### src/rtl/dgr_pkg.sv
package dgr_pkg;
   localparam logic [15:0] A_MISC_WR = 16'h03C2;
   localparam logic [15:0] A_MISC_RD = 16'h03CC;
   localparam logic [15:0] A_FEAT_RD = 16'h03CA;
   localparam logic [15:0] A_STAT0   = 16'h03C2;
   localparam logic [11:0] BASE_MONO = 12'h03B;
   localparam logic [11:0] BASE_CLR  = 12'h03D;
   localparam logic [3:0]  OFS_STAT1 = 4'hA;

   typedef struct packed {
      logic       vpol;
      logic       hpol;
      logic       page;
      logic       rsv;
      logic [1:0] clk;
      logic       ram;
      logic       iosel;
   } ctrl_t;
endpackage

### src/rtl/dgr_decode.sv
module dgr_decode
   import dgr_pkg::*;
#(
   parameter int AW = 16
) (
   input  logic [AW-1:0] addr,
   input  logic          color,
   output logic          hit_ctrl_w,
   output logic          hit_ctrl_r,
   output logic          hit_feat_w,
   output logic          hit_feat_r,
   output logic          hit_stat0,
   output logic          hit_stat1,
   output logic          hit_crt
);
   localparam int HI_W = AW - 4;

   logic [HI_W-1:0] base_act;
   logic [AW-1:0]   stat1_adr;

   always_comb begin
      base_act   = color ? HI_W'(BASE_CLR) : HI_W'(BASE_MONO);
      stat1_adr  = {base_act, OFS_STAT1};
      hit_ctrl_w = (addr == AW'(A_MISC_WR));
      hit_ctrl_r = (addr == AW'(A_MISC_RD));
      hit_feat_r = (addr == AW'(A_FEAT_RD));
      hit_stat0  = (addr == AW'(A_STAT0));
      hit_stat1  = (addr == stat1_adr);
      hit_feat_w = hit_stat1;
      hit_crt    = (addr[AW-1:4] == base_act) && !hit_stat1;
   end
endmodule

### src/rtl/dgr_regs.sv
module dgr_regs
   import dgr_pkg::*;
#(
   parameter int DW     = 8,
   parameter int FEAT_W = 2
) (
   input  logic              clk,
   input  logic              rst_n,
   input  logic              ctrl_we,
   input  logic              feat_we,
   input  logic [DW-1:0]     wdata,
   output ctrl_t             ctrl_q,
   output logic [FEAT_W-1:0] feat_q
);
   ctrl_t wr_ctrl;

   always_comb begin
      wr_ctrl     = ctrl_t'(wdata[7:0]);
      wr_ctrl.rsv = 1'b0;
   end

   always_ff @(posedge clk or negedge rst_n) begin
      if (!rst_n) begin
         ctrl_q <= '0;
         feat_q <= '0;
      end else begin
         if (ctrl_we) ctrl_q <= wr_ctrl;
         if (feat_we) feat_q <= wdata[FEAT_W-1:0];
      end
   end
endmodule

### src/rtl/dgr_rdmux.sv
module dgr_rdmux
   import dgr_pkg::*;
#(
   parameter int DW     = 8,
   parameter int FEAT_W = 2
) (
   input  logic              clk,
   input  logic              rst_n,
   input  logic              rd,
   input  logic              hit_ctrl_r,
   input  logic              hit_feat_r,
   input  logic              hit_stat0,
   input  logic              hit_stat1,
   input  ctrl_t             ctrl_q,
   input  logic [FEAT_W-1:0] feat_q,
   input  logic              sense,
   input  logic              vretrace,
   input  logic              disp_en,
   output logic [DW-1:0]     rdata,
   output logic              rvalid
);
   logic [DW-1:0] rd_mux;
   logic          rd_hit;

   always_comb begin
      rd_mux = '0;
      rd_hit = 1'b1;
      if (hit_ctrl_r)      rd_mux = DW'(ctrl_q);
      else if (hit_feat_r) rd_mux = DW'(feat_q);
      else if (hit_stat0)  rd_mux = DW'({3'b000, sense, 4'b0000});
      else if (hit_stat1)  rd_mux = DW'({4'b0000, vretrace, 2'b00, ~disp_en});
      else                 rd_hit = 1'b0;
   end

   always_ff @(posedge clk or negedge rst_n) begin
      if (!rst_n) begin
         rdata  <= '0;
         rvalid <= 1'b0;
      end else begin
         rvalid <= rd && rd_hit;
         rdata  <= (rd && rd_hit) ? rd_mux : '0;
      end
   end
endmodule

### src/rtl/dgr_syncpol.sv
module dgr_syncpol #(
   parameter bit SYNC_REG = 1'b0
) (
   input  logic clk,
   input  logic rst_n,
   input  logic hs_in,
   input  logic vs_in,
   input  logic hpol,
   input  logic vpol,
   output logic hs_out,
   output logic vs_out
);
   logic hs_n, vs_n;

   assign hs_n = hs_in ^ hpol;
   assign vs_n = vs_in ^ vpol;

   if (SYNC_REG) begin : g_reg
      logic hs_q, vs_q;
      always_ff @(posedge clk or negedge rst_n) begin
         if (!rst_n) begin
            hs_q <= 1'b0;
            vs_q <= 1'b0;
         end else begin
            hs_q <= hs_n;
            vs_q <= vs_n;
         end
      end
      assign hs_out = hs_q;
      assign vs_out = vs_q;
   end else begin : g_comb
      assign hs_out = hs_n;
      assign vs_out = vs_n;
   end
endmodule

### src/rtl/display_gen_regs.sv
module display_gen_regs
   import dgr_pkg::*;
#(
   parameter int AW       = 16,
   parameter int DW       = 8,
   parameter int FEAT_W   = 2,
   parameter bit SYNC_REG = 1'b0
) (
   input  logic          clk,
   input  logic          rst_n,
   input  logic [AW-1:0] io_addr,
   input  logic          io_wr,
   input  logic          io_rd,
   input  logic [DW-1:0] io_wdata,
   output logic [DW-1:0] io_rdata,
   output logic          io_rvalid,
   input  logic          sense_in,
   input  logic          vretrace_in,
   input  logic          disp_en_in,
   input  logic          hsync_in,
   input  logic          vsync_in,
   output logic          hsync_out,
   output logic          vsync_out,
   output logic          page_hi,
   output logic [1:0]    clk_sel,
   output logic          buf_dec_en,
   output logic          crt_color,
   output logic          crt_hit
);
   if (DW != 8) begin : g_bad_dw
      $error("display_gen_regs: DW must be 8");
   end
   if (AW < 12) begin : g_bad_aw
      $error("display_gen_regs: AW must be at least 12");
   end
   if (FEAT_W < 1 || FEAT_W > DW) begin : g_bad_fw
      $error("display_gen_regs: FEAT_W out of range");
   end

   ctrl_t             ctrl_q;
   logic [FEAT_W-1:0] feat_q;
   logic hit_ctrl_w, hit_ctrl_r, hit_feat_w, hit_feat_r, hit_stat0, hit_stat1;

   dgr_decode #(.AW(AW)) u_dec (
      .addr(io_addr), .color(ctrl_q.iosel),
      .hit_ctrl_w(hit_ctrl_w), .hit_ctrl_r(hit_ctrl_r),
      .hit_feat_w(hit_feat_w), .hit_feat_r(hit_feat_r),
      .hit_stat0(hit_stat0), .hit_stat1(hit_stat1), .hit_crt(crt_hit)
   );

   dgr_regs #(.DW(DW), .FEAT_W(FEAT_W)) u_regs (
      .clk(clk), .rst_n(rst_n),
      .ctrl_we(io_wr && hit_ctrl_w), .feat_we(io_wr && hit_feat_w),
      .wdata(io_wdata), .ctrl_q(ctrl_q), .feat_q(feat_q)
   );

   dgr_rdmux #(.DW(DW), .FEAT_W(FEAT_W)) u_rd (
      .clk(clk), .rst_n(rst_n), .rd(io_rd),
      .hit_ctrl_r(hit_ctrl_r), .hit_feat_r(hit_feat_r),
      .hit_stat0(hit_stat0), .hit_stat1(hit_stat1),
      .ctrl_q(ctrl_q), .feat_q(feat_q),
      .sense(sense_in), .vretrace(vretrace_in), .disp_en(disp_en_in),
      .rdata(io_rdata), .rvalid(io_rvalid)
   );

   dgr_syncpol #(.SYNC_REG(SYNC_REG)) u_sync (
      .clk(clk), .rst_n(rst_n), .hs_in(hsync_in), .vs_in(vsync_in),
      .hpol(ctrl_q.hpol), .vpol(ctrl_q.vpol),
      .hs_out(hsync_out), .vs_out(vsync_out)
   );

   assign page_hi    = ctrl_q.page;
   assign clk_sel    = ctrl_q.clk;
   assign buf_dec_en = ctrl_q.ram;
   assign crt_color  = ctrl_q.iosel;
endmodule

### config.mk
export PLATFORM = sky130hd
export DESIGN_NAME = display_gen_regs
export DESIGN_NICKNAME = d
export VERILOG_FILES = /design/src/rtl/dgr_pkg.sv /design/src/rtl/dgr_decode.sv /design/src/rtl/dgr_regs.sv /design/src/rtl/dgr_rdmux.sv /design/src/rtl/dgr_syncpol.sv /design/src/rtl/display_gen_regs.sv
export SDC_FILE = /design/constraint.sdc
export NUM_CORES = 1
export LEC_CHECK = 0
export BUFFER_PORTS_ARGS = -buffer_cell sky130_fd_sc_hd__buf_2
export CAP_MARGIN = 30
export CORE_MARGIN = 2
export CORE_UTILIZATION = 45
export CTS_BUF_LIST = sky130_fd_sc_hd__clkbuf_8
export CTS_CLUSTER_SIZE = 20
export DETAILED_ROUTE_END_ITERATION = 10
export PLACE_DENSITY = 0.78
export SYNTH_ARGS = -nofsm -noshare
export SYNTH_HDL_FRONTEND = slang
export SYNTH_SLANG_ARGS = --single-unit
### constraint.sdc
create_clock -name clk -period 2.6 [get_ports clk]
set_clock_uncertainty 0.2 [all_clocks]
set_input_delay 0.65 -clock clk [delete_from_list [all_inputs] [get_ports clk]]
set_output_delay 0.65 -clock clk [all_outputs]
set_load 0.03 [all_outputs]
==> results of run 1 <==
==> registers in the layout (all words and copies together) (netlist names) <==
register,count
u_rd.rdata,8
u_regs.ctrl_q,7
u_regs.feat_q,2
u_rd.rvalid,1
==> critical path, cell delays in order <==
cell,delay (ps)
sky130_fd_sc_hd__buf_6,90
sky130_fd_sc_hd__or4bb_4,530
sky130_fd_sc_hd__or2_4,270
sky130_fd_sc_hd__nor3b_4,170
sky130_fd_sc_hd__buf_6,150
==> logic make-up (layout without fill, tap and decap cells) <==
group | count (synthesis) | count (layout) | share of synthesized area, %
xor+xnor | 2 | 2 | 1.87
mux | 9 | 9 | 13.6
simple gates | 31 | 31 | 30.0
buf+inv | 2 | 58 | 0.800
flops | 18 | 18 | 48.0
compound gates | 8 | 8 | 5.73
==> worst paths after layout <==
kind / endpoint / slack, ps / depth (start not counted)
max: crt_hit / -110 / 5
min in group clk: u_regs.feat_q[0] / 300 / 1
min reg2reg: u_regs.feat_q[0] / 300 / 1
max in group asynchronous: u_regs.ctrl_q[7] / 1820 / 1
min: u_rd.rdata[3] / 110 / 1
max reg2reg: u_regs.feat_q[1] / 660 / 5
==> cell type report <==
class / count / area, µm² / share of cell area (%)
multi-input cells: 50 / 494 / 37.5
flip-flops and latches: 18 / 450 / 34.2
repair buffers: 53 / 290 / 22.0
clock buffers: 3 / 41.3 / 3.13
well taps: 27 / 33.8 / 2.56
inverters: 2 / 7.51 / 0.570
==> synthesized netlist by cell type <==
cell type,instances
sky130_fd_sc_hd__or4bb_4,1
sky130_fd_sc_hd__nand4_2,1
sky130_fd_sc_hd__and4bb_2,1
sky130_fd_sc_hd__mux2_1,2
sky130_fd_sc_hd__mux2_4,7
sky130_fd_sc_hd__inv_1,2
sky130_fd_sc_hd__nor4_1,2
sky130_fd_sc_hd__nand4_1,1
sky130_fd_sc_hd__nor3_4,1
sky130_fd_sc_hd__a22oi_1,1
sky130_fd_sc_hd__dfrtp_1,18
sky130_fd_sc_hd__nand3_1,1
sky130_fd_sc_hd__nor2b_1,1
sky130_fd_sc_hd__nor4bb_1,1
sky130_fd_sc_hd__nand3b_1,2
sky130_fd_sc_hd__xor2_1,2
sky130_fd_sc_hd__and4_1,1
sky130_fd_sc_hd__nand4bb_1,1
sky130_fd_sc_hd__a32oi_1,1
sky130_fd_sc_hd__and2_1,4
sky130_fd_sc_hd__a311oi_1,1
sky130_fd_sc_hd__or4_4,1
sky130_fd_sc_hd__or2_1,1
sky130_fd_sc_hd__nand2_1,2
sky130_fd_sc_hd__or3b_1,1
sky130_fd_sc_hd__nor3b_1,2
sky130_fd_sc_hd__a21o_1,1
sky130_fd_sc_hd__nand2b_1,1
sky130_fd_sc_hd__a31oi_1,1
sky130_fd_sc_hd__nor2_8,1
sky130_fd_sc_hd__nor3_1,1
sky130_fd_sc_hd__nor4_4,1
sky130_fd_sc_hd__nand3_4,1
sky130_fd_sc_hd__and3_1,1
sky130_fd_sc_hd__a21oi_1,3
==> layer usage <==
layer	GRT usage (%)	wire (µm)	up-vias
met5	0	0	-
met4	6.94	15	0
met3	4.55	80	2
met2	32.2	1090	20
met1	22.8	799	377
li1	-	-	380
==> where the power goes <==
part           switching [µW]  total (µW)  internal (µW)
Combinational            31.3        60.2           28.9
Clock                    79.3         182            103
Sequential             0.0417         280            280
==> per-stage QoR <==
| stage | std cells | setup TNS [ps] | total power [µW] | cell area (µm²) | setup slack [ps] |
|---|---|---|---|---|---|
| finish | 153 | -112 | 523 | 1320 | -112 |
| global route | 153 | -151 | 551 | 1320 | -151 |
| CTS | 153 | -117 | 528 | 1320 | -117 |
| detailed placement | 150 | -178 | 345 | 1260 | -178 |
| global placement | 150 | -171 | 342 | 1260 | -171 |
| floorplan | 70 | -137 | 305 | 950 | -137 |
==> timing repair <==
item	in CTS	in global routing
setup endpoints to repair	1	1
gates resized for setup	4	0
buffers inserted	0	0
pin swaps	1	0
==> flow_results.org, run 1 <==
** Route
- The final route contains 779 vias.
- In the routed layout, each cell is associated on average with a via count of about 5.
- The routed design has around 2000 µm of wire.
- Wire length per cell :: 13.0 µm
- Drt drc :: 0
- Number of DRC markers after the initial detailed-route iteration :: 14
- TritonRoute pass-1 iters :: 4
- The count of nets left with antenna violations once routing finished came out at 0.

** Worst setup path
- CP startpoint :: io_addr[11]
- Of all nets on the critical path, the largest fanout is 2.
- Required time at the worst-slack endpoint :: 1750 ps
- The worst register-to-register path begins at u_regs.ctrl_q[0].
- Kind of critical path :: primary input to output pin
- For the worst setup path, the data arrival time is between 1500 and 2000 ps.
- Category of the worst setup path launch point :: primary input
- The worst setup path is captured at an output pin.

** Global route
- The via count of the first global-routing pass is between 700 and 800.
- Gr usage total :: a little under a fifth
- First-pass GRT wire length :: 3410 µm
- Antenna violations before repair :: 0
- Entering global routing, the biggest net connects 19 pins.
- GRT overflow :: 0

** Placed design
- Port buffer count :: 48
- Routability-driven placement finished with a final weighted congestion of 0.804.
- Final HPWL DP :: 1660 µm

** Clock network
- Clock latency of the later-clocked register in the worst-skew pair :: 250 ps
- Clock-pin slew reported for the worst setup and hold paths after clock tree synthesis :: 60 ps
- Root Driver :: sky130_fd_sc_hd__clkbuf_8
- H-tree lvl count :: 1
- In this run, post-CTS hold repair placed 0 buffers.
- Clock tree from TritonCTS :: yes
- The clock drives 18 sinks.
- The clock passes through at most 2 buffers.
- CTS buffer count :: 3

** Run
- Max-cap violations in this run came to 0.

** STA
- Setup repair after global routing missed its margin :: yes
- Hold is met by 111 ps.
- Final setup vio count :: 1
- Derived from the worst setup path, the maximum achievable clock frequency is 0.369 GHz.
- Subtracting the final worst setup slack from the clock period gives about 2700 ps.
- Total count of hold-check failures in the final report :: 0
- Slack of the critical path :: -112 ps
- Worst-Margin Slew :: 363 ps
- The number of slew-limit violations in the final report is 0.
- Of the available clock period, the critical path in the final layout requires 104%.
- Max-Slew Margin vs Limit :: 75.6%

** Logic synthesis
- When the netlist entered floorplanning its net count stood at 103.
- After synthesis the cells add up to 938 µm².
- Count of cell types in the netlist :: 35
- In the post-synthesis netlist, the biggest area contributors are sky130_fd_sc_hd__dfrtp_1 (48%), sky130_fd_sc_hd__mux2_4 (11%), sky130_fd_sc_hd__and2_1 (2.7%), sky130_fd_sc_hd__mux2_1 (2.4%), sky130_fd_sc_hd__nor4_4 (2.3%).
- A synthesized cell averages ~13 µm².
- Synthesis inferred 18 register bits.
- Summed over all instances, the cell type with the most area after synthesis is sky130_fd_sc_hd__dfrtp_1.
- Of the synthesized area, sequential elements account for 48.0%.
- Synthesis handed over a netlist of 70 instances.
- Yosys printed 0 warnings.
- Area fraction of the dominant cell type after synthesis :: about half

** Power and ir drop
- Power spread over the standard cell area amounts to 397 mW/mm².
- In this run the static leakage power is 0.000749 µW.
- VDD sags by at most 0.367 mV.

** Finish
- Number of antenna repair diodes :: 0
- In the final design database the tool counted ~160 nets.
- The layout has 160 filler cells.
- In the layout the commonest cells are sky130_fd_sc_hd__buf_2 (46), sky130_fd_sc_hd__dfrtp_1 (18), sky130_fd_sc_hd__mux2_4 (7), sky130_fd_sc_hd__buf_4 (5), sky130_fd_sc_hd__and2_1 (4).
- Share of layout cells above drive strength 1 :: 57.9%
- P&R area growth vs syn :: 40.4%
- Most frequent standard cell in the layout excluding fill and tap cells :: sky130_fd_sc_hd__buf_2
- Share of the core filled with cells :: 67.2%

** Floorplanning
- The floorplan step defined a die boundary enclosing 0.00247 mm².
- Die height :: slightly below 50 µm
- Starting Density :: approximately 48%
- Pin placement for this block handled 50 I/O pins.
- In this run the standard cell core region covers between 0.0015 and 0.002 mm².
- After floorplanning, the core was divided into 16 placement rows.
- Die Wd :: just under 50 µm

** Hold path
- Worst hold path type :: primary input to async pin

** Run status
- The run finished, with violations left.
- The final reports fail on setup timing.
Power figures use the tool's default switching activity.
==> run 2, diff against run 1 <==
CORE_MARGIN = unset   (was 2)
PLACE_DENSITY = 0.79   (was 0.78)
SYNTH_HIERARCHICAL = 1   (was unset)
==> run 2 against run 1 <==
  * The flow now finishes without violations
  * Routed wire length shrank 4.7%
  * Fmax up 9.5%
  * Sequential power barely moved
  * Global-route usage rose by 0.47 points
  * Final area is 6.2% lower
  * Largest power group unchanged
==> flow_results.org, run 2 <==
** Route
- Number of DRC markers after the initial detailed-route iteration :: 9 (-5)
- The total via count after detailed routing came to 760 (-2.4%).
- Final routed wirelength across all metal layers :: 1890 µm (-4.7%)
- The final antenna-violating net count is 0 (unchanged).
- Drt drc :: 0 (unchanged)
- The average via count per standard cell is 5.00 (-1.8%).
- TritonRoute pass-1 iters :: 4 (unchanged)
- The average wire per cell in the routed design is 12.4 µm (-4.1%).

** Clock network
- Post-cts gate resize count :: 0 (-4)
- The number of clock sinks was 18 (unchanged).
- CTS Hold Buffers Added :: 0 (unchanged)
- Clock-pin slew reported for the worst setup and hold paths after clock tree synthesis :: 60 ps (about the same)
- Clock latency of the later-clocked register in the worst-skew pair :: 250 ps (about the same)
- The number of buffers added for setup after CTS came to 0 (unchanged).
- The root buffer cell chosen for the clock tree is sky130_fd_sc_hd__clkbuf_8.
- TritonCTS built the clock tree.
- CTS buffer count :: 3 (unchanged)
- The maximum root-to-sink buffer count was 2 (unchanged).
- H-tree lvl count :: 1 (unchanged)

** Finish
- Most frequent standard cell in the layout excluding fill and tap cells :: sky130_fd_sc_hd__buf_2
- Total number of nets in the final design :: 161 (unchanged)
- The number of diodes came to 0 (unchanged).
- The proportion of layout cells with a drive suffix above 1 is 55.1% (-2.8 points).
- Register name with the most flops :: u_rd/rdata
- The core occupancy in the finished layout is 68.6% (+1.5 points).
- The flip-flop count of the largest register, all copies and words added was 8 (unchanged).
- The largest registers in the layout are u_rd/rdata: 8 flops, u_regs/ctrl_q: 7 flops, u_regs/feat_q: 2 flops.
- P&R area growth vs syn :: 35.9%
- Commonest cells after routing, fill and taps aside :: sky130_fd_sc_hd__buf_2 (48), sky130_fd_sc_hd__dfrtp_1 (18), sky130_fd_sc_hd__mux2_4 (7)

** Worst setup path
- CP startpoint :: io_addr[13]
- The startpoint identified for the worst register-to-register timing path is u_regs/ctrl_q[0].
- Required time at the worst-slack endpoint :: 2530 ps (+780 ps)
- Setup slack of the most critical reg-to-reg path :: 380 ps (-280 ps)
- Category of the worst setup path launch point :: primary input
- The worst setup path is of the primary input to register kind.
- The endpoint identified for the worst register-to-register timing path is u_rd/rdata[1].
- The arrival time of the worst setup path is 2410 ps (+550 ps).
- Critical path cell sequence :: buf_2 -> nor4_2 -> nand4_1 -> nor4_1 -> and2_1 -> buf_4 -> mux2_4
- Largest fanout of any net on the critical path :: 4 (+2)
- Following the worst setup path forward leads to its endpoint at u_regs/ctrl_q[6].
- Slowest Stage Delay on Critical Path :: 440 ps (-90 ps)
- Count of cells along the worst register-to-register path :: 6 (+1)
- STA classifies the critical path endpoint as a register.
- Among all stages on the critical path, the largest delay is contributed by sky130_fd_sc_hd__nor4_1.

** Placed design
- Worst-case setup slack after placement :: -78.4 ps (+99.4 ps)
- RePlAce Congestion :: 0.743 (-7.6%)
- The post-DP HPWL was 1540 µm (-7.4%).
- The number of buffers inserted by port buffering is 48 (unchanged).

** Run
- The max-cap violation count was 0 (unchanged).

** Global route
- First-pass GRT wire length :: 2840 µm (-17%)
- Maximum number of pins on one net before global-route repair :: 19 (unchanged)
- The leftover overflow at the end of global routing was 0 (unchanged).
- Gr usage total :: 19.3% (+0.47 points)
- The initial antenna violation count was 0 (unchanged).
- The via count of the first global-routing pass came to 613 (-19%).

** STA
- The final hold violation count was 0 (unchanged).
- Slew Limit Fails :: 0 (unchanged)
- Setup repair after global routing left no endpoint under its margin.
- The final worst-path cycle share was 95.3% (-9.0 points).
- Post-layout min period :: 2480 ps (-235 ps)
- Worst-Margin Slew :: 825 ps (+462 ps)
- The fmax was 0.404 GHz (+9.5%).
- The setup violation total in the final timing report was 0 (-1).
- Slack of the critical path :: 123 ps (+235 ps)
- Max-Slew Margin vs Limit :: 44.3% (-31 points)

** Floorplanning
- The effective utilization at floorplan came to 50.5% (+2.7 points).
- The count of standard-cell rows was 15 (-1).
- The number of primary I/O pins is 50 (unchanged).
- Die height :: 47.0 µm (-5.4%)
- The x dimension of the die came to 47.0 µm (-5.4%).
- Area of the die :: 0.00221 mm² (-11%)
- The area of the core was 0.00180 mm² (-8.2%).

** Logic synthesis
- Synth Area per Inst :: 12.1 µm² (-9.5%)
- Number of enable-type register cells in the synthesized netlist :: 0 (unchanged)
- Mapped cell area :: 910 µm² (-3.1%)
- After synthesis, the cell types taking the most area are sky130_fd_sc_hd__dfrtp_1 (50%), sky130_fd_sc_hd__mux2_4 (12%), sky130_fd_sc_hd__and3_1 (3.4%), sky130_fd_sc_hd__nor4_2 (2.8%), sky130_fd_sc_hd__buf_4 (2.5%).
- sky130_fd_sc_hd__dfrtp_1 takes more of the synthesized area than any other cell.
- Fraction of registers with async set or reset after synthesis :: 100% (unchanged)
- Most frequent cell after synthesis :: sky130_fd_sc_hd__dfrtp_1
- Area fraction of the dominant cell type after synthesis :: 49.5% (+1.5 points)
- Count of cell types in the netlist :: 31 (-11%)
- Ys flop type :: sky130_fd_sc_hd__dfrtp_1
- The register bit total from synthesis is 18 (unchanged).
- Post-synthesis instance total :: 75 (+7.1%)
- The commonest cells after synthesis are sky130_fd_sc_hd__dfrtp_1 (18), sky130_fd_sc_hd__mux2_4 (7), sky130_fd_sc_hd__and3_1 (5), sky130_fd_sc_hd__nand2_1 (5).
- Syn Nets :: 108 (+4.9%)
- The register area share after synthesis came to 49.5% (+1.5 points).
- The total number of yosys warnings is 6 (+6).

** Run status
- The run finished with clean final reports.

** Power and ir drop
- Peak supply drop :: 0.423 mV (+15%)
- The total power divided by cell area is 440 mW/mm² (+11%).
- The leakage component of the power came to 0.000671 µW (-10%).

** Hold path
- In this run the worst hold path is classified as primary input to async pin.
## run 2: cell types whose count changed in the layout (fill, tap and decap cells not counted), moves of 2 or more
cell	change
sky130_fd_sc_hd__nand2_1	+3
sky130_fd_sc_hd__nor2_1	+2
sky130_fd_sc_hd__buf_2	+2
sky130_fd_sc_hd__mux2_1	-2
sky130_fd_sc_hd__buf_6	-2
sky130_fd_sc_hd__mux2_2	+2
sky130_fd_sc_hd__nor4_2	+2
sky130_fd_sc_hd__and2_1	-2
sky130_fd_sc_hd__and3_1	+4
## run 2: worst max-delay path: cells and delay by family
kind	cells	cell delay, ps
AND/OR/NAND/NOR	4	1190
multiplexers	1	300
buffers and inverters	2	270
## run 2: final cells by class
| cell class | count | area [µm²] |
|---|---|---|
| Fill cell | 155 | 566 |
| Sequential cell | 18 | 450 |
| Multi-Input combinational cell | 50 | 414 |
| Timing Repair Buffer | 53 | 278 |
| Clock buffer | 4 | 55.1 |
| Tap cell | 25 | 31.3 |
| Inverter | 2 | 7.51 |
## run 2: worst min-delay path by stage
stage                                  end  slack [ps]  cells past startpoint
final                     u_regs/ctrl_q[6]         110                      1
after floorplan              u_rd/rdata[0]         150                      0
after global routing      u_regs/ctrl_q[1]         130                      1
after global placement    u_regs/feat_q[1]         300                      1
after detailed placement  u_regs/feat_q[0]         310                      1
after CTS                 u_regs/ctrl_q[6]         120                      1
## run 2: stage by stage
stage / setup TNS [ps] / hold WS [ps] / instances / instance area, µm² / total power [µW]
after CTS: 0 / 118 / 152 / 1240 / 551
after global placement: -106 / 297 / 148 / 1180 / 330
after floorplan: 0 / 154 / 75 / 910 / 298
final: 0 / 113 / 152 / 1240 / 544
after detailed placement: -484 / 313 / 148 / 1180 / 332
after global routing: 0 / 125 / 152 / 1240 / 571
## run 2: cell families after synthesis
group | after synthesis | share of synthesized area [%]
other | 1 | 0.412
flip-flops | 18 | 49.5
XOR/XNOR | 2 | 1.93
AO/OA/AOI/OAI | 7 | 5.64
buffers and inverters | 7 | 4.95
AND/OR/NAND/NOR | 31 | 23.5
multiplexers | 9 | 14.0
## run 2: power by group
part	internal, µW	total, µW	leakage, µW	switching (µW)
logic	22.5	46.5	0.000391	24.0
clock network	134	217	0.0000288	83.0
registers	280	280	0.000252	0.0437
total	437	544	0.000671	107
## run 2: metal layers
layer | vias to the layer above | GRT usage [%] | share of wire, % | wire length, µm
met5 | - | 0 | 0 | 0
met2 | 24 | 33.1 | 54 | 1020
met3 | 2 | 6.92 | 4.5 | 86
met1 | 359 | 22.1 | 41 | 770
li1 | 375 | - | - | -
met4 | 0 | 6.86 | 1.0 | 19
